$ cat src/rtl/ata_probe_pkg.sv
package ata_probe_pkg;

  // register codes seen on the bus: bit 3 selects the control block
  localparam logic [3:0] RC_DATA   = 4'h0;
  localparam logic [3:0] RC_DEVSEL = 4'h6;
  localparam logic [3:0] RC_CMD    = 4'h7;
  localparam logic [3:0] RC_ALTST  = 4'hE;

  localparam logic [7:0] OP_IDENT  = 8'hEC;
  localparam logic [7:0] ST_FLOAT  = 8'hFF;

  // status bit positions
  localparam int SB_ERR = 0;
  localparam int SB_DRQ = 3;
  localparam int SB_BSY = 7;

  typedef enum logic [3:0] {
    PS_IDLE,
    PS_FLOAT,
    PS_SELWAIT,
    PS_SELWR,
    PS_SETTLE,
    PS_CMDWR,
    PS_CMDCHK,
    PS_BSYPOLL,
    PS_DRQPOLL,
    PS_XFER,
    PS_FINISH
  } probe_st_e;

endpackage

$ cat src/rtl/ata_bus_port.sv
module ata_bus_port #(
  parameter int AW = 4,
  parameter int DW = 16
) (
  input  logic          clk,
  input  logic          rst,
  input  logic          go,
  input  logic          go_we,
  input  logic [AW-1:0] go_addr,
  input  logic [DW-1:0] go_wdata,
  output logic          op_done,
  output logic [DW-1:0] op_rdata,
  output logic          bus_req,
  output logic          bus_we,
  output logic [AW-1:0] bus_addr,
  output logic [DW-1:0] bus_wdata,
  input  logic          bus_ack,
  input  logic [DW-1:0] bus_rdata
);

  always_ff @(posedge clk) begin
    if (rst) begin
      bus_req   <= 1'b0;
      bus_we    <= 1'b0;
      bus_addr  <= '0;
      bus_wdata <= '0;
      op_done   <= 1'b0;
      op_rdata  <= '0;
    end else begin
      op_done <= 1'b0;
      if (bus_req && bus_ack) begin
        bus_req  <= 1'b0;
        op_done  <= 1'b1;
        op_rdata <= bus_rdata;
      end else if (go && !bus_req) begin
        bus_req   <= 1'b1;
        bus_we    <= go_we;
        bus_addr  <= go_addr;
        bus_wdata <= go_wdata;
      end
    end
  end

endmodule

$ cat src/rtl/ata_poll_timer.sv
module ata_poll_timer #(
  parameter int POLL_LIMIT = 1000
) (
  input  logic clk,
  input  logic rst,
  input  logic clear,
  input  logic miss,
  output logic expire
);

  localparam int CW = $clog2(POLL_LIMIT + 1);

  logic [CW-1:0] miss_cnt_q;

  // the miss that would make POLL_LIMIT in a row ends the loop
  assign expire = miss && (miss_cnt_q == CW'(POLL_LIMIT - 1));

  always_ff @(posedge clk) begin
    if (rst || clear) begin
      miss_cnt_q <= '0;
    end else if (miss && !expire) begin
      miss_cnt_q <= miss_cnt_q + 1'b1;
    end
  end

endmodule

$ cat src/rtl/ata_ident_capture.sv
module ata_ident_capture #(
  parameter int DW      = 16,
  parameter int WORDS   = 256,
  parameter int W28_POS = 60,
  parameter int W48_POS = 100,
  parameter int C28_W   = 32,
  parameter int C48_W   = 48
) (
  input  logic             clk,
  input  logic             rst,
  input  logic             clear,
  input  logic             wvalid,
  input  logic [DW-1:0]    wdata,
  output logic             last,
  output logic [C28_W-1:0] cap28,
  output logic [C48_W-1:0] cap48
);

  localparam int IW  = $clog2(WORDS);
  localparam int N28 = C28_W / DW;
  localparam int N48 = C48_W / DW;

  logic [IW-1:0] idx_q;

  assign last = wvalid && (idx_q == IW'(WORDS - 1));

  always_ff @(posedge clk) begin
    if (rst || clear) begin
      idx_q <= '0;
    end else if (wvalid) begin
      idx_q <= idx_q + 1'b1;
    end
  end

  // one capture register per word of each count, picked by stream position
  for (genvar k = 0; k < N28; k++) begin : g_c28
    logic [DW-1:0] seg_q;
    always_ff @(posedge clk) begin
      if (rst || clear) begin
        seg_q <= '0;
      end else if (wvalid && (idx_q == IW'(W28_POS + k))) begin
        seg_q <= wdata;
      end
    end
    assign cap28[DW*k +: DW] = seg_q;
  end

  for (genvar k = 0; k < N48; k++) begin : g_c48
    logic [DW-1:0] seg_q;
    always_ff @(posedge clk) begin
      if (rst || clear) begin
        seg_q <= '0;
      end else if (wvalid && (idx_q == IW'(W48_POS + k))) begin
        seg_q <= wdata;
      end
    end
    assign cap48[DW*k +: DW] = seg_q;
  end

endmodule

$ cat src/rtl/ata_probe.sv
module ata_probe
  import ata_probe_pkg::*;
#(
  parameter int DW         = 16,
  parameter int AW         = 4,
  parameter int WORDS      = 256,
  parameter int POLL_LIMIT = 1000,
  parameter int SETTLE_CYC = 4,
  parameter int W28_POS    = 60,
  parameter int W48_POS    = 100,
  parameter int C28_W      = 32,
  parameter int C48_W      = 48
) (
  input  logic             clk,
  input  logic             rst,
  input  logic             start,
  input  logic [1:0]       dev_index,
  output logic             done,
  output logic             present,
  output logic             lba_ok,
  output logic [C28_W-1:0] cap28,
  output logic [C48_W-1:0] cap48,
  output logic             bus_iface,
  output logic             bus_req,
  output logic             bus_we,
  output logic [AW-1:0]    bus_addr,
  output logic [DW-1:0]    bus_wdata,
  input  logic             bus_ack,
  input  logic [DW-1:0]    bus_rdata
);

  localparam int SW = $clog2(SETTLE_CYC + 1);

  probe_st_e     state_q;
  logic          launched_q;
  logic          id_q;
  logic          iface_q;
  logic          fin_p_q;
  logic [SW-1:0] settle_q;

  logic          go, go_we;
  logic [AW-1:0] go_addr;
  logic [DW-1:0] go_wdata;
  logic          op_done;
  logic [DW-1:0] op_rdata;
  logic [7:0]    st;
  logic          on_bus;
  logic          start_acc;
  logic          tmr_miss, tmr_clr, tmr_exp;
  logic          cap_last;

  assign st        = op_rdata[7:0];
  assign start_acc = start && (state_q == PS_IDLE);
  assign bus_iface = iface_q;

  // ---------------- request generation ----------------
  always_comb begin
    on_bus = 1'b0;
    unique case (state_q)
      PS_FLOAT, PS_SELWAIT, PS_SELWR, PS_CMDWR,
      PS_CMDCHK, PS_BSYPOLL, PS_DRQPOLL, PS_XFER: on_bus = 1'b1;
      default: on_bus = 1'b0;
    endcase
  end

  assign go    = on_bus && !launched_q;
  assign go_we = (state_q == PS_SELWR) || (state_q == PS_CMDWR);

  always_comb begin
    go_addr  = AW'(RC_ALTST);
    go_wdata = '0;
    unique case (state_q)
      PS_SELWR: begin
        go_addr  = AW'(RC_DEVSEL);
        go_wdata = DW'({id_q, 4'b0000});
      end
      PS_CMDWR: begin
        go_addr  = AW'(RC_CMD);
        go_wdata = DW'(OP_IDENT);
      end
      PS_XFER:  go_addr = AW'(RC_DATA);
      default:  go_addr = AW'(RC_ALTST);
    endcase
  end

  // a status read that does not meet its loop's exit condition
  always_comb begin
    unique case (state_q)
      PS_SELWAIT: tmr_miss = op_done && (st[SB_BSY] || st[SB_DRQ]);
      PS_BSYPOLL: tmr_miss = op_done && !st[SB_ERR] && st[SB_BSY];
      PS_DRQPOLL: tmr_miss = op_done && !st[SB_ERR] && !st[SB_DRQ];
      default:    tmr_miss = 1'b0;
    endcase
  end

  assign tmr_clr = op_done && !tmr_miss;

  // ---------------- sub-blocks ----------------
  ata_bus_port #(.AW(AW), .DW(DW)) u_port (
    .clk      (clk),
    .rst      (rst),
    .go       (go),
    .go_we    (go_we),
    .go_addr  (go_addr),
    .go_wdata (go_wdata),
    .op_done  (op_done),
    .op_rdata (op_rdata),
    .bus_req  (bus_req),
    .bus_we   (bus_we),
    .bus_addr (bus_addr),
    .bus_wdata(bus_wdata),
    .bus_ack  (bus_ack),
    .bus_rdata(bus_rdata)
  );

  ata_poll_timer #(.POLL_LIMIT(POLL_LIMIT)) u_timer (
    .clk   (clk),
    .rst   (rst),
    .clear (tmr_clr),
    .miss  (tmr_miss),
    .expire(tmr_exp)
  );

  ata_ident_capture #(
    .DW(DW), .WORDS(WORDS), .W28_POS(W28_POS), .W48_POS(W48_POS),
    .C28_W(C28_W), .C48_W(C48_W)
  ) u_cap (
    .clk   (clk),
    .rst   (rst),
    .clear (start_acc),
    .wvalid(op_done && (state_q == PS_XFER)),
    .wdata (op_rdata),
    .last  (cap_last),
    .cap28 (cap28),
    .cap48 (cap48)
  );

  // ---------------- sequencer ----------------
  always_ff @(posedge clk) begin
    if (rst) begin
      state_q    <= PS_IDLE;
      launched_q <= 1'b0;
      id_q       <= 1'b0;
      iface_q    <= 1'b0;
      fin_p_q    <= 1'b0;
      settle_q   <= '0;
      done       <= 1'b0;
      present    <= 1'b0;
      lba_ok     <= 1'b0;
    end else begin
      done <= 1'b0;
      if (go)      launched_q <= 1'b1;
      if (op_done) launched_q <= 1'b0;

      unique case (state_q)
        PS_IDLE: begin
          if (start) begin
            id_q    <= dev_index[0];
            iface_q <= dev_index[1];
            present <= 1'b0;
            lba_ok  <= 1'b0;
            state_q <= PS_FLOAT;
          end
        end
        PS_FLOAT: begin
          if (op_done) begin
            if (st == ST_FLOAT) begin
              fin_p_q <= 1'b0;
              state_q <= PS_FINISH;
            end else begin
              state_q <= PS_SELWAIT;
            end
          end
        end
        PS_SELWAIT: begin
          if (op_done) begin
            if (tmr_miss) begin
              if (tmr_exp) begin
                fin_p_q <= 1'b0;
                state_q <= PS_FINISH;
              end
            end else begin
              state_q <= PS_SELWR;
            end
          end
        end
        PS_SELWR: begin
          if (op_done) begin
            settle_q <= '0;
            state_q  <= PS_SETTLE;
          end
        end
        PS_SETTLE: begin
          if (settle_q == SW'(SETTLE_CYC - 1)) begin
            state_q <= PS_CMDWR;
          end else begin
            settle_q <= settle_q + 1'b1;
          end
        end
        PS_CMDWR: begin
          if (op_done) state_q <= PS_CMDCHK;
        end
        PS_CMDCHK: begin
          if (op_done) begin
            if ((st == 8'h00) || st[SB_ERR]) begin
              fin_p_q <= 1'b0;
              state_q <= PS_FINISH;
            end else begin
              state_q <= PS_BSYPOLL;
            end
          end
        end
        PS_BSYPOLL: begin
          if (op_done) begin
            if (st[SB_ERR]) begin
              fin_p_q <= 1'b0;
              state_q <= PS_FINISH;
            end else if (tmr_miss) begin
              if (tmr_exp) begin
                fin_p_q <= 1'b0;
                state_q <= PS_FINISH;
              end
            end else begin
              state_q <= PS_DRQPOLL;
            end
          end
        end
        PS_DRQPOLL: begin
          if (op_done) begin
            if (st[SB_ERR]) begin
              fin_p_q <= 1'b0;
              state_q <= PS_FINISH;
            end else if (tmr_miss) begin
              if (tmr_exp) begin
                fin_p_q <= 1'b0;
                state_q <= PS_FINISH;
              end
            end else begin
              state_q <= PS_XFER;
            end
          end
        end
        PS_XFER: begin
          if (cap_last) begin
            fin_p_q <= 1'b1;
            state_q <= PS_FINISH;
          end
        end
        PS_FINISH: begin
          done    <= 1'b1;
          present <= fin_p_q;
          lba_ok  <= fin_p_q && (cap28 != '0);
          state_q <= PS_IDLE;
        end
        default: state_q <= PS_IDLE;
      endcase
    end
  end

endmodule

$ cat config.mk
export PLATFORM = sky130hd
export DESIGN_NAME = ata_probe
export DESIGN_NICKNAME = d
export VERILOG_FILES = /design/src/rtl/ata_probe_pkg.sv /design/src/rtl/ata_bus_port.sv /design/src/rtl/ata_poll_timer.sv /design/src/rtl/ata_ident_capture.sv /design/src/rtl/ata_probe.sv
export SDC_FILE = /design/constraint.sdc
export NUM_CORES = 1
export LEC_CHECK = 0
export ABC_AREA = 1
export BUFFER_PORTS_ARGS = -buffer_cell sky130_fd_sc_hd__buf_2
export CAP_MARGIN = 30
export CORE_MARGIN = 5
export CORE_UTILIZATION = 40
export CTS_BUF_LIST = sky130_fd_sc_hd__clkbuf_2
export DETAILED_ROUTE_END_ITERATION = 7
export SLEW_MARGIN = 20
export SYNTH_ARGS = -nofsm -noshare
export SYNTH_HDL_FRONTEND = slang
export SYNTH_SLANG_ARGS = --single-unit
$ cat constraint.sdc
create_clock -name clk -period 5.31 [get_ports clk]
set_clock_uncertainty 0.1 [all_clocks]
set_input_delay 0.531 -clock clk [delete_from_list [all_inputs] [get_ports clk]]
set_output_delay 0.531 -clock clk [all_outputs]
set_load 0.005 [all_outputs]
Word-level counts from Yosys, hierarchy flattened
Memory sizes are Yosys's and may differ from the RTL's. A register that Yosys moved wholly into a read port is not among the register bits.
Index checks and enable logic that the tools add are counted.
{"block": "totals", "reg_bits": 151, "mem_bits_ro": 16, "word_cells": 148, "mem_count": 1}
{"block": "classes", "addsub": 3, "eq_ne": 33, "muxes": 43, "bitwise": 1, "n_reduce_logical": 45}
{"name": "(name not given)", "words": 16, "width": 1, "rd": 1, "rd_clocked_by_memory_dff": 1, "wr": 0, "line_no": "ata_probe.sv:59", "text": "unique case (state_q)"}
{"cell": "4-bit 2-to-1 mux", "n": 20}
{"cell": "4-bit case mux with 10 select lines", "n": 1}
{"cell": "32-bit nonzero test", "n": 1}
{"cell": "8-bit by 7-bit == test with 1-bit output (second input constant)", "n": 3}
{"cell": "1-bit logical AND", "n": 19}
{"cell": "4-bit by 3-bit == test with 1-bit output (second input constant)", "n": 4}
{"cell": "8-bit by 6-bit == test with 1-bit output (second input constant)", "n": 2}
{"cell": "8-bit == test (second input constant)", "n": 2}
{"cell": "2-bit by 1-bit inequality test with 1-bit output (second input constant)", "n": 8}
{"cell": "8-bit case mux with 2 select lines", "n": 1}
{"cell": "1-bit 2-to-1 mux", "n": 13}
{"cell": "4-bit == test (second input constant)", "n": 3}
{"cell": "2-bit inequality test (second input constant)", "n": 6}
{"cell": "4-bit case mux with 3 select lines", "n": 1}
{"cell": "10-bit by 1-bit adder with 10-bit output (second input constant)", "n": 1}
{"cell": "10-bit == test (second input constant)", "n": 1}
{"cell": "10-bit AND reduction", "n": 1}
{"cell": "8-bit by 1-bit adder with 8-bit output (second input constant)", "n": 1}
{"cell": "4-bit by 2-bit == test with 1-bit output (second input constant)", "n": 2}
{"cell": "8-bit logical NOT", "n": 1}
{"cell": "8-bit AND reduction", "n": 1}
{"cell": "1-bit logical NOT", "n": 6}
{"cell": "3-bit 2-to-1 mux", "n": 2}
{"cell": "3-bit case mux with 2 select lines", "n": 1}
{"cell": "14 further kinds", "n": 24}

Depth between registers and ports, before layout
Gate-level depths: netlist of the first run.
{"block": "depth", "word_depth": 12, "ltp_mapped": 16, "depth_no_buf": 16}

Hierarchy
A second synthesis of the first run with hierarchy kept.
{"block": "hier_totals", "hier_cells": 1043, "area_unflattened_um2": 7180.6}
{"module": "ata_ident_capture", "instances": 1, "cells_per_inst": 527, "area_each_um2": 3789.9}
{"module": "ata_bus_port", "instances": 1, "cells_per_inst": 212, "area_each_um2": 1569.0}
{"module": "ata_probe", "instances": 1, "cells_per_inst": 209, "area_each_um2": 1198.6}
{"module": "ata_poll_timer", "instances": 1, "cells_per_inst": 95, "area_each_um2": 623.1}

Worst setup path after synthesis of the first run
No wires, ideal clock.
{"block": "synth_path", "path_type": "reg2reg", "startpoint": "register u_cap.idx_q[0]", "endpoint": "register, netlist name on_bus", "setup_time_ns": 0.113, "arrival_time_ns": 1.526, "required_time_ns": 5.097, "path_slack_ns": 3.571, "path_stages_with_launch": 15, "cell_sequence": "dfxtp_1 -> ha_1 -> inv_1 -> nor2_1 -> nand4_1 -> o21ai_0 -> nand2_1 -> nor2_2 -> inv_2 -> nand2_1 -> nand2_1 -> nand2_1 -> nand2_1 -> nand2_1 -> nand2_1"}
{"block": "synth_via", "elab_chain_cells": 6}
{"item": "from (decl)", "line_no": "ata_ident_capture.sv:23", "text": "logic [IW-1:0] idx_q;"}
{"item": "from (signal assigned)", "line_no": "ata_ident_capture.sv:31", "text": "idx_q <= idx_q + 1'b1;"}
{"item": "8-bit == test", "line_no": "ata_ident_capture.sv:25", "text": "assign last = wvalid && (idx_q == IW'(WORDS - 1));"}
{"item": "1-bit logical AND", "line_no": "ata_ident_capture.sv:25"}
{"item": "2-bit inequality test (no line)"}
{"item": "10-bit AND reduction (no line)"}
{"item": "4-bit 2-to-1 mux (no line) (2 in a row)"}
No other way between the ends.
A chain may end at the register's enable or synchronous reset.

Worst setup path in the final report of the first run
{"block": "layout_path", "startpoint": "register state_q[2]", "endpoint": "register u_cap.idx_q[3]"}
{"block": "layout_via", "elab_chain_cells": 3, "elab_cells_between_ends": 5, "cone_classes": "eq/ne: 1; reduce/logical: 4"}
{"item": "from (decl)", "line_no": "ata_probe.sv:34", "text": "probe_st_e state_q;"}
{"item": "from (signal assigned)", "line_no": "ata_probe.sv:141", "text": "state_q <= PS_IDLE;"}
{"item": "from (signal assigned)", "line_no": "ata_probe.sv:162", "text": "state_q <= PS_FLOAT;"}
{"item": "from (signal assigned)", "line_no": "ata_probe.sv:169", "text": "state_q <= PS_FINISH;"}
{"item": "4-bit logical NOT", "line_no": "ata_probe.sv:53", "text": "assign start_acc = start && (state_q == PS_IDLE);"}
{"item": "1-bit logical AND", "line_no": "ata_probe.sv:53"}
{"item": "1-bit logical OR", "line_no": "ata_ident_capture.sv:28", "text": "if (rst || clear) begin"}
Several ways; a longest one is shown, not always the timed one.

==> metrics.txt, run 1 <==
Hold Fails Final Rpt 0; RSZ-0062 raised after global routing false; Crit. End Element register; I/O pins 128; placeable core area 14600 sq um; drt pass-1 iters 8; Final setup viols 0; H-tree levels 4; CTS tree done; CP endpoint u_cap.idx_q[3]$_SDFFE_PP0P_; Period minus WS final 2.63 ns; worst setup path start state_q[2]$_SDFFE_PP0P_; first-pass GRT wire length 25500 microns; Starting DRT DRC Count 370; DRC 0; combinational share of power 0.203; n_diodes 0; reg2reg path depth 5; largest net degree at the start of global routing 53; CP delay by family, top simple AND/OR/NAND/NOR gates; Die ar. 17500 sq um; Int Pwr 1.46 mW; register area share after synthesis 0.455; clock sink count 136; Synth Register Bits 136; Max VDD drop 0.000165 V; Leakage 3.01 nW; worst-path fanout max 52; Worst R2R Setup Slack 2.68 ns; Buffers on Ports 117; status completed; Synth cell types 44; Least-Margin Pin Slew 0.851 ns; clock latency on the worst-skew pair 0.70 ns; GRT Util Overall 0.179; dpl hpwl 11300 microns; total congestion overflow 0; wire per inst 15.1 microns; max-cap violations 0; chip width 132 microns; share of the synthesized area in the top cell type 0.455; synthesized area per cell 8.31 sq um; clock tree buffer depth 2; Adder-Cell Fraction of Synth Area 0.0147; Crit Reg-Reg Endpoint u_cap.idx_q[3]$_SDFFE_PP0P_; # fillers 1419; Post-Synth Simple-Gate Area 0.249; highest-delay cell along the critical path nand2_4; Rel. slew slack 0.428; Synth area leader dfxtp_1; WP buf/inv 1; fin. max-slew vios 0; Layout area overhead 18.0%; Synth Area in Compound Gates 0.189; setup tns final 0 ns; Max Clk Rate 0.380 GHz; nets 874; FP Rows 44; Critical Path AT 3.11 ns; clock transition at the registers of the reported paths 0.19 ns; post-DR vias/cell 4.98; share of layout cells above drive strength 1 0.275; CP Depth 5; switching pwr 745 uW; routed vias 5181; clock tree root buffer cell clkbuf_2; die height 132 microns; largest cells by area after synthesis dfxtp_1 46%, a211oi_2 11%, nor2_1 7.9%, nand2_1 6.7%, inv_1 4.1%; Sequential Area 2720 sq um; synth warn 0; Post-CTS Repair Setup Buffers 0; Final period util 0.495; final WL 15700 microns; gate count of the mapped netlist 719; Final Instance Count excl. Fillers 1041; worst r2r src state_q[2]$_SDFFE_PP0P_; Placer Congestion 0.854; critical path launch point type register; Multi-input gate area 2750 sq um; main combinational cell family by area after synthesis simple AND/OR/NAND/NOR gates; Synth Area in XOR/XNOR 0; clock share of power 0.293; initial antenna violation count 0; mux cell area share after synthesis 0; placed cells 991; synthesized area 5980 sq um; WS Path Type reg2reg; worst path required time 5.79 ns; antenna-violating nets left 0; sequential power share 0.504; CTS buffer count 17; CP cell instances nor2_1 > nand3_1 > nand2_4 > buf_4 > nor3_1; switch share 0.338; vias in the first global route 4943; min-delay worst type in2reg; CP peak stage delay 0.69 ns; Initial Util 0.410; power per cell area 313 nW/um^2; Overall Power 2.21 mW
## power by group through the flow
stage | Sequential [mW] | Combinational, mW | Clock, mW
final | 1.11 | 0.448 | 0.646
after global routing | 1.12 | 0.501 | 0.708
after CTS | 1.11 | 0.449 | 0.660
after detailed placement | 1.13 | 0.437 | 0
after global placement | 1.13 | 0.440 | 0
after floorplan | 1.13 | 0.333 | 0
## metal layers
| layer | global-route usage | part of all wire | up-vias |
|---|---|---|---|
| li1 | - | - | 2629 |
| met1 | 0.235 | 0.47 | 2398 |
| met2 | 0.278 | 0.46 | 135 |
| met3 | 0.0656 | 0.063 | 19 |
| met4 | 0.0509 | 0.014 | 0 |
| met5 | 0 | 0 | - |
## worst min path at each step
stage	from	slack, ns	end	depth (start not counted)
finish	bus_ack	0.13	u_port.op_rdata[14]$_SDFFE_PP0P_	4
global route	bus_ack	0.06	u_port.op_rdata[13]$_SDFFE_PP0P_	4
CTS	rst	0.006	u_port.bus_wdata[4]$_SDFFE_PP0P_	2
detailed placement	u_port.op_done$_SDFF_PP0_	0.34	launched_q$_SDFFE_PP0P_	1
global placement	u_port.op_done$_SDFF_PP0_	0.33	launched_q$_SDFFE_PP0P_	1
floorplan	u_port.op_done$_SDFF_PP0_	0.32	launched_q$_SDFFE_PP0P_	1
## tightest hold or removal path, cell delays in order
cell     delay, ns
buf_2         0.08
nand2_1       0.12
nand3_1       0.12
nand2_1       0.05
## cells in the final DEF, fill, tap and decap left out, types with 3 or more instances in the layout
cell and n:
a211oi_1 19, a211oi_2 52, a21oi_1 25, buf_2 117, buf_4 6, bufinv_16 3, clkbuf_2 18, clkinv_1 4
clkinvlp_4 3, conb_1 10, dfxtp_1 136, dlygate4sd3_1 19, ha_1 7, inv_1 65, inv_2 8, nand2_1 105
nand2_4 3, nand3_1 28, nand4_1 5, nor2_1 126, nor2_2 5, nor3_1 22, nor3b_1 3, nor4_1 8
o21ai_0 30
## area by class of cell
cell class                 instances  area share
timing repair buffer             142       0.116
multi-input combinational        473       0.390
tap                              184      0.0326
inverter                          75      0.0403
clock buffer                      18      0.0128
sequential                       136       0.386
clock inverter                    13      0.0220
## metrics by stage
stage | utilization | hold slack [ns] | cell area [sq um] | setup WS (ns)
floorplan | - | 0.319 | 6010 | 3.57
global placement | 0.454 | 0.334 | 6620 | 2.65
detailed placement | 0.454 | 0.341 | 6620 | 2.63
CTS | 0.483 | 0.00606 | 7040 | 2.70
global route | 0.483 | 0.0564 | 7050 | 2.53
finish | 0.483 | 0.127 | 7050 | 2.68
## Yosys cell counts (all sizes together)
cell type and n:
dfxtp 136, clkinv 1, nor2 133, o21a 1, buf 39, nand3 30, inv 74, nor4 10
clkbuf 5, o21ai 33, conb 1, o21bai 1, o211ai 1, nand3b 1, or2 4, and3 2
nand4 5, nand2 109, ha 7, nor3 25, nor3b 4, o21ba 1, a211oi 71, a21oi 25
## flip-flops by register name, indices dropped and copies added, names as in the netlist, 2 cells and up
register / count
u_port.bus_wdata: 2
u_port.op_rdata: 16
u_cap.g_c48.seg_q: 48
u_cap.g_c28.seg_q: 32
state_q: 4
u_cap.idx_q: 8
u_port.bus_addr: 2
settle_q: 3
u_timer.miss_cnt_q: 10
## timing repair
item / in CTS / in global routing
endpoints found under the hold margin: 18 / 9
resized for setup: 0 / 0
hold buffers: 18 / 1
## cells by family (layout without fill, tap and decap cells)
| logic type | Yosys count | in the layout |
|---|---|---|
| flops | 136 | 136 |
| other cells | 1 | 10 |
| fa+ha+maj | 7 | 7 |
| buf+inv | 119 | 248 |
| compound gates | 133 | 133 |
| simple gates | 323 | 323 |
(Power assumes the default switching activity.)
==> inputs of run 2 (changes only) <==
--- a/config.mk
+++ b/config.mk
@@ -5,7 +5,7 @@
 export SDC_FILE = /design/constraint.sdc
 export NUM_CORES = 1
 export LEC_CHECK = 0
-export ABC_AREA = 1
+export ABC_AREA = 0
 export BUFFER_PORTS_ARGS = -buffer_cell sky130_fd_sc_hd__buf_2
 export CAP_MARGIN = 30
 export CORE_MARGIN = 5
==> constraint.sdc (replaced) <==
create_clock -name clk -period 2.16 [get_ports clk]
set_clock_uncertainty 0.1 [all_clocks]
set_input_delay 0.216 -clock clk [delete_from_list [all_inputs] [get_ports clk]]
set_output_delay 0.216 -clock clk [all_outputs]
set_load 0.005 [all_outputs]
==> metrics.txt, run 2 <==
main combinational cell family by area after synthesis simple AND/OR/NAND/NOR gates; Crit. End Element register; clock transition at the registers of the reported paths 0.21 ns (+0.02 ns); CTS tree done; initial antenna violation count 0 (unchanged); post-DR vias/cell 5.28 (+6.1%); RSZ-0062 raised after global routing true; Max Clk Rate 0.472 GHz (+24%); placed cells 981 (-1.0%); vias in the first global route 5464 (+11%); Synth Register Bits 136 (unchanged); fin. max-slew vios 0 (unchanged); routed vias 5582 (+7.7%); Top reg by flops u_cap.g_c48.seg_q; wire per inst 16.7 microns (+11%); Die ar. 17200 sq um (-1.9%); Buffers on Ports 117 (unchanged); final WL 17600 microns (+12%); clock tree root buffer cell clkbuf_2; Period minus WS final 2.12 ns (-0.510 ns); Synth Area in Compound Gates 0.138 (-0.0510); clock tree buffer depth 2 (unchanged); power per cell area 796 nW/um^2 (+150%); Layout area overhead 31.2%; n_diodes 0 (unchanged); Synth Area in XOR/XNOR 0.0239 (+0.0239); worst-path fanout max 6 (-88%); Initial Util 0.406 (-0.00364); CP cell instances buf_6 > or3_1 > o32a_1 > o211a_1 > a32oi_2 > a21oi_2 > a221oi_2 > mux2i_1; Final Instance Count excl. Fillers 1057 (+1.5%); total congestion overflow 0 (unchanged); chip width 131 microns (-0.93%); Final period util 0.981 (+0.486); Starting DRT DRC Count 269 (-27%); commonest cells after routing, fill and taps aside 130 x dfxtp_1, 117 x buf_2, 75 x nand2_1, 73 x nor2_1, 66 x buf_4; Critical Path AT 2.63 ns (-0.48 ns); Leakage 3.45 nW (+15%); worst setup margin 0.0411 ns (-2.64 ns); die height 131 microns (-0.93%); max-cap violations 0 (unchanged); I/O pins 128 (unchanged); worst slack, placed -0.132 ns (-2.77 ns); synth warn 0 (unchanged); clock sink count 136 (unchanged); nets 889 (+1.7%); largest net degree at the start of global routing 54 (+1.9%); highest-delay cell along the critical path dfxtp_2; DRC 0 (unchanged); synthesized area 5860 sq um (-2.0%); mux cell area share after synthesis 0.0634 (+0.0634); first-pass GRT wire length 27700 microns (+8.7%); Top Registers u_cap.g_c48.seg_q: 48 flops, u_cap.g_c28.seg_q: 32 flops, u_port.op_rdata: 16 flops; CP peak stage delay 0.40 ns (-0.29 ns); synthesized area per cell 8.72 sq um (+4.8%); Post-Synth Simple-Gate Area 0.226 (-0.0222); Synth area leader dfxtp_1; EDFF count, synth 0 (unchanged); Final setup viols 0 (unchanged); Primary FF master, synth dfxtp_1; largest cells by area after synthesis dfxtp_1 46%, mux2i_1 6.2%, a21oi_1 5.4%, nand3_1 5.1%, nand2_1 5.1%; share of the synthesized area in the top cell type 0.465 (+0.00934); most common cell in the netlist dfxtp_1; min-delay worst type reg2reg; Post-synth top cells 136 x dfxtp_1, 79 x nand2_1, 76 x nor2_1, 63 x a21oi_1, 60 x nand3_1; # fillers 1366 (-3.7%); Placer Congestion 0.876 (+2.6%); clock latency on the worst-skew pair 0.70 ns (about the same); Synth async-reset ratio 0 (unchanged); worst path required time 2.67 ns (-3.12 ns); share of layout cells above drive strength 1 0.293 (+0.0179); GRT Util Overall 0.207 (+0.0274); register area share after synthesis 0.465 (+0.00934); Adder-Cell Fraction of Synth Area 0.0150 (+0.000300); drt pass-1 iters 5 (-3); max FFs per register 48 (unchanged); gate count of the mapped netlist 672 (-6.5%); antenna-violating nets left 0 (unchanged); placeable core area 14400 sq um (-1.1%); Synth cell types 63 (+43%); FP Rows 44 (unchanged); status completed; Max VDD drop 0.000370 V (+120%); H-tree levels 4 (unchanged); dpl hpwl 12500 microns (+11%); CTS buffer count 17 (unchanged); critical path launch point type register; Hold Fails Final Rpt 0 (unchanged); WS Path Type reg2reg; commonest non-fill, non-tap cell in the layout dfxtp_1
==> run 2: cell count changes after synthesis, sizes merged, moves of 17 or more <==
cell    previous run  this run
nand3             30        61
a211oi            71         2
inv               74         9
mux2i              0        36
nand2            109        82
o21ai             33         7
nor2             133        77
a22o               0        17
a21oi             25        63
nor3              25         8
clkbuf             5        27
==> run 2: routing by layer <==
layer,GRT usage,routed length (microns)
met5,0,0
met4,0.0738,300
met3,0.0569,1140
met2,0.330,8330
met1,0.268,7860
==> run 2: area by class of cell <==
class / count / area [sq um] / share of cell area
clock buffer: 19 / 95.1 / 0.0124
clock inverter: 13 / 179 / 0.0233
inverter: 9 / 33.8 / 0.00439
multi-input combinational: 470 / 2890 / 0.376
sequential: 136 / 2740 / 0.356
tap: 184 / 230 / 0.0299
timing repair buffer: 226 / 1530 / 0.198
==> run 2: kinds of logic (layout without fill, tap and decap cells) <==
family,after synthesis,in the layout
fa+ha+maj,7,7
other cells,1,10
mux,37,37
compound gates,120,120
simple gates,280,280
xor+xnor,16,16
flops,136,136
buf+inv,75,267
==> run 2: worst paths after layout <==
path	depth (start not counted)	from	slack [ns]	to
max	8	state_q[1]$_SDFFE_PP0P_	0.04	on_bus$_DFF_P_
max reg2reg	8	state_q[1]$_SDFFE_PP0P_	0.04	on_bus$_DFF_P_
min	2	u_cap.g_c48[0].seg_q[10]$_SDFFE_PP0P_	0.37	u_cap.g_c48[0].seg_q[10]$_SDFFE_PP0P_
min reg2reg	2	u_cap.g_c48[0].seg_q[10]$_SDFFE_PP0P_	0.37	u_cap.g_c48[0].seg_q[10]$_SDFFE_PP0P_
==> run 2: critical path, delay by kind of cell (launching register included) <==
family          cells  cell delay (ns)
flops               1             0.40
buf+inv             1             0.14
simple gates        1             0.36
compound gates      5             0.93
mux                 1             0.10
==> run 2: per-stage QoR <==
step                      setup TNS, ns  utilization  power (mW)  hold WS, ns  cell area (sq um)
final                                 0        0.533        6.12        0.366               7690
after global routing             -0.200        0.533        6.44        0.314               7690
after floorplan                       0            -        3.66        0.242               5890
after CTS                             0        0.524        6.07        0.289               7560
after global placement           -0.553        0.475        4.23        0.327               6860
after detailed placement          -2.71        0.475        4.24        0.335               6860
==> run 2: where the power goes <==
| part | internal, mW | switching, mW |
|---|---|---|
| Combinational | 0.766 | 0.881 |
| Clock | 0.762 | 0.942 |
| Sequential | 2.62 | 0.147 |
| Total | 4.15 | 1.97 |
==> run 2: what timing repair did <==
item                       4_1_cts  5_1_grt
hold endpoints to repair        66        0
pin swaps                        1        6
setup endpoints to repair       85       81
hold buffers                    39        0
gates resized for setup         11       24
cloned                           0        0
setup buffers                    0        5
==> inputs of run 3 (changes only) <==
--- a/config.mk
+++ b/config.mk
@@ -9,9 +9,10 @@
 export BUFFER_PORTS_ARGS = -buffer_cell sky130_fd_sc_hd__buf_2
 export CAP_MARGIN = 30
 export CORE_MARGIN = 5
-export CORE_UTILIZATION = 40
+export CORE_UTILIZATION = 51
 export CTS_BUF_LIST = sky130_fd_sc_hd__clkbuf_2
 export DETAILED_ROUTE_END_ITERATION = 7
+export PLACE_DENSITY = 0.79
 export SLEW_MARGIN = 20
 export SYNTH_ARGS = -nofsm -noshare
 export SYNTH_HDL_FRONTEND = slang
==> metrics.txt, run 3 (same netlist as run 2, synthesis figures left out) <==
status completed; power per cell area 793 nW/um^2 (-0.30%); clock tree buffer depth 2 (unchanged); n_diodes 0 (unchanged); vias in the first global route 5693 (+4.2%); placeable core area 11300 sq um (-22%); clock sink count 136 (unchanged); design area 7730 sq um (+0.49%); clock latency on the worst-skew pair 0.74 ns (+0.04 ns); Post-DP Area 6870 sq um (+0.16%); wire per inst 17.7 microns (+6.1%); Max Clk Rate 0.475 GHz (+0.59%); Sequential Area 2740 sq um (about the same); Least-Margin Pin Slew 0.702 ns; Routed met3 length 1470 microns (+29%); critical path launch point type register; chip width 117 microns (-11%); commonest non-fill, non-tap cell in the layout dfxtp_1; Buffers on Ports 117 (unchanged); Top Registers u_cap.g_c48.seg_q: 48 flops, u_cap.g_c28.seg_q: 32 flops, u_port.op_rdata: 16 flops; final core utilization 0.682 (+0.149); final WL 18100 microns (+2.4%); Rel. slew slack 0.532; Final period util 0.975 (-0.00580); Die ar. 13700 sq um (-20%); CTS tree done; clock tree root buffer cell clkbuf_2; worst r2r src state_q[3]$_SDFFE_PP0P_; max FFs per register 48 (unchanged); Hold WS 0.331 ns (-0.0349 ns); GRT Util Overall 0.265 (+0.0579); drt pass-1 iters 5 (unchanged); commonest cells after routing, fill and taps aside 129 x dfxtp_1, 117 x buf_2, 77 x nand2_1, 72 x nor2_1, 70 x buf_4; # fillers 876 (-36%); Placer Congestion 0.938 (+7.1%); Multi-input gate area 2920 sq um (+1.2%); RSZ-0062 raised after global routing true; die height 117 microns (-11%); I/O pins 128 (unchanged); CTS buffer count 17 (unchanged); dpl hpwl 12200 microns (-2.8%); Top reg by flops u_cap.g_c48.seg_q; Period minus WS final 2.11 ns (-0.0125 ns); Starting DRT DRC Count 493 (+83%); WS Path Type reg2reg; initial antenna violation count 0 (unchanged); Worst R2R Setup Slack 0.05 ns (about the same); nets 894 (+0.56%); Metal-1 WL 7250 microns (-7.8%); Final setup viols 0 (unchanged); met2 routed WL 8800 microns (+5.6%); Hold Fails Final Rpt 0 (unchanged); worst setup path start state_q[3]$_SDFFE_PP0P_; total congestion overflow 0 (unchanged); Crit. End Element register; WHS Path Cells 4 (+2); first-pass GRT wire length 28300 microns (+2.1%); Overall Power 6.13 mW (+0.18%); largest net degree at the start of global routing 61 (+13%); CP endpoint bus_iface$_SDFFE_PP0P_; Initial Util 0.517 (+0.111); Crit Reg-Reg Endpoint bus_iface$_SDFFE_PP0P_; share of layout cells above drive strength 1 0.303 (+0.0101); max-cap violations 0 (unchanged); H-tree levels 4 (unchanged); Layout area overhead 31.9%; Max VDD drop 0.000528 V (+43%); antenna-violating nets left 0 (unchanged); clock transition at the registers of the reported paths 0.22 ns (about the same); min-delay worst type in2reg; reg2reg path depth 8 (unchanged); fin. max-slew vios 0 (unchanged); Highest Signal Layer met4; FP Rows 39 (-11%); Leakage 3.49 nW (+1.1%); worst path required time 2.71 ns (+0.04 ns); Critical Path AT 2.65 ns (+0.02 ns); worst-path fanout max 5 (-1); routed vias 5774 (+3.4%); post-DR vias/cell 5.66 (+7.2%); DRC 0 (unchanged)
[run 3: cell count changes in the layout (fill, tap and decap cells not counted), sizes merged]
cell	previous run	this run
bufinv	4	3
clkbuf	19	18
inv	9	12
clkinvlp	3	1
clkinv	6	7
buf	187	191
[run 3: report_power, final]
| part | internal (mW) | total [mW] | switching (mW) | leakage [nW] |
|---|---|---|---|---|
| Clock | 0.650 | 1.65 | 1.00 | 0.153 |
| Combinational | 0.813 | 1.71 | 0.897 | 2.23 |
| Sequential | 2.62 | 2.77 | 0.146 | 1.10 |
| Total | 4.08 | 6.13 | 2.05 | 3.49 |
[run 3: metal layers]
metal  GRT usage  vias up
met1       0.324     2730
met2       0.441      285
met3      0.0632       58
li1            -     2701
met5           0        -
met4       0.118        0
[run 3: cell type report]
cell class / instances / area share
multi-input cells: 470 / 0.378
clock inverters: 14 / 0.0223
flip-flops and latches: 136 / 0.354
well taps: 143 / 0.0232
clock buffers: 17 / 0.0110
inverters: 9 / 0.00437
repair buffers: 231 / 0.207
[run 3: worst min-delay path by stage]
stage | slack [ns] | endpoint | from
after floorplan | 0.24 | u_port.op_rdata[0]$_SDFFE_PP0P_ | bus_rdata[0]
after global placement | 0.33 | u_port.op_rdata[9]$_SDFFE_PP0P_ | bus_rdata[9]
after detailed placement | 0.33 | u_port.op_rdata[9]$_SDFFE_PP0P_ | bus_rdata[9]
after CTS | 0.28 | state_q[2]$_SDFFE_PP0P_ | rst
after global routing | 0.33 | state_q[3]$_SDFFE_PP0P_ | rst
final | 0.33 | fin_p_q$_SDFFE_PP0P_ | rst
[run 3: per-stage QoR]
stage	std cells	setup slack [ns]	TNS, ns
floorplan	681	0.0640	0
global placement	945	-0.00514	-0.00514
detailed placement	945	-0.0894	-1.85
CTS	1015	-0.00968	-0.00968
global route	1020	-0.0518	-0.237
finish	1020	0.0537	0
[run 3: what timing repair did]
action,in CTS,in global routing
pin swaps,0,6
hold buffers,39,0
endpoints found under the setup margin,38,48
resized for setup,9,29
buffers inserted,0,4
endpoints found under the hold margin,38,0
cloned,0,1
[run 3: critical path, cell delays in order, from the launching register on]
cell           delay, ns
dfxtp_2             0.40
buf_4               0.16
nor2_4              0.20
buf_4               0.15
nand3_2             0.10
buf_4               0.17
mux2i_1             0.14
dlygate4sd3_1       0.56
nor2_1              0.04
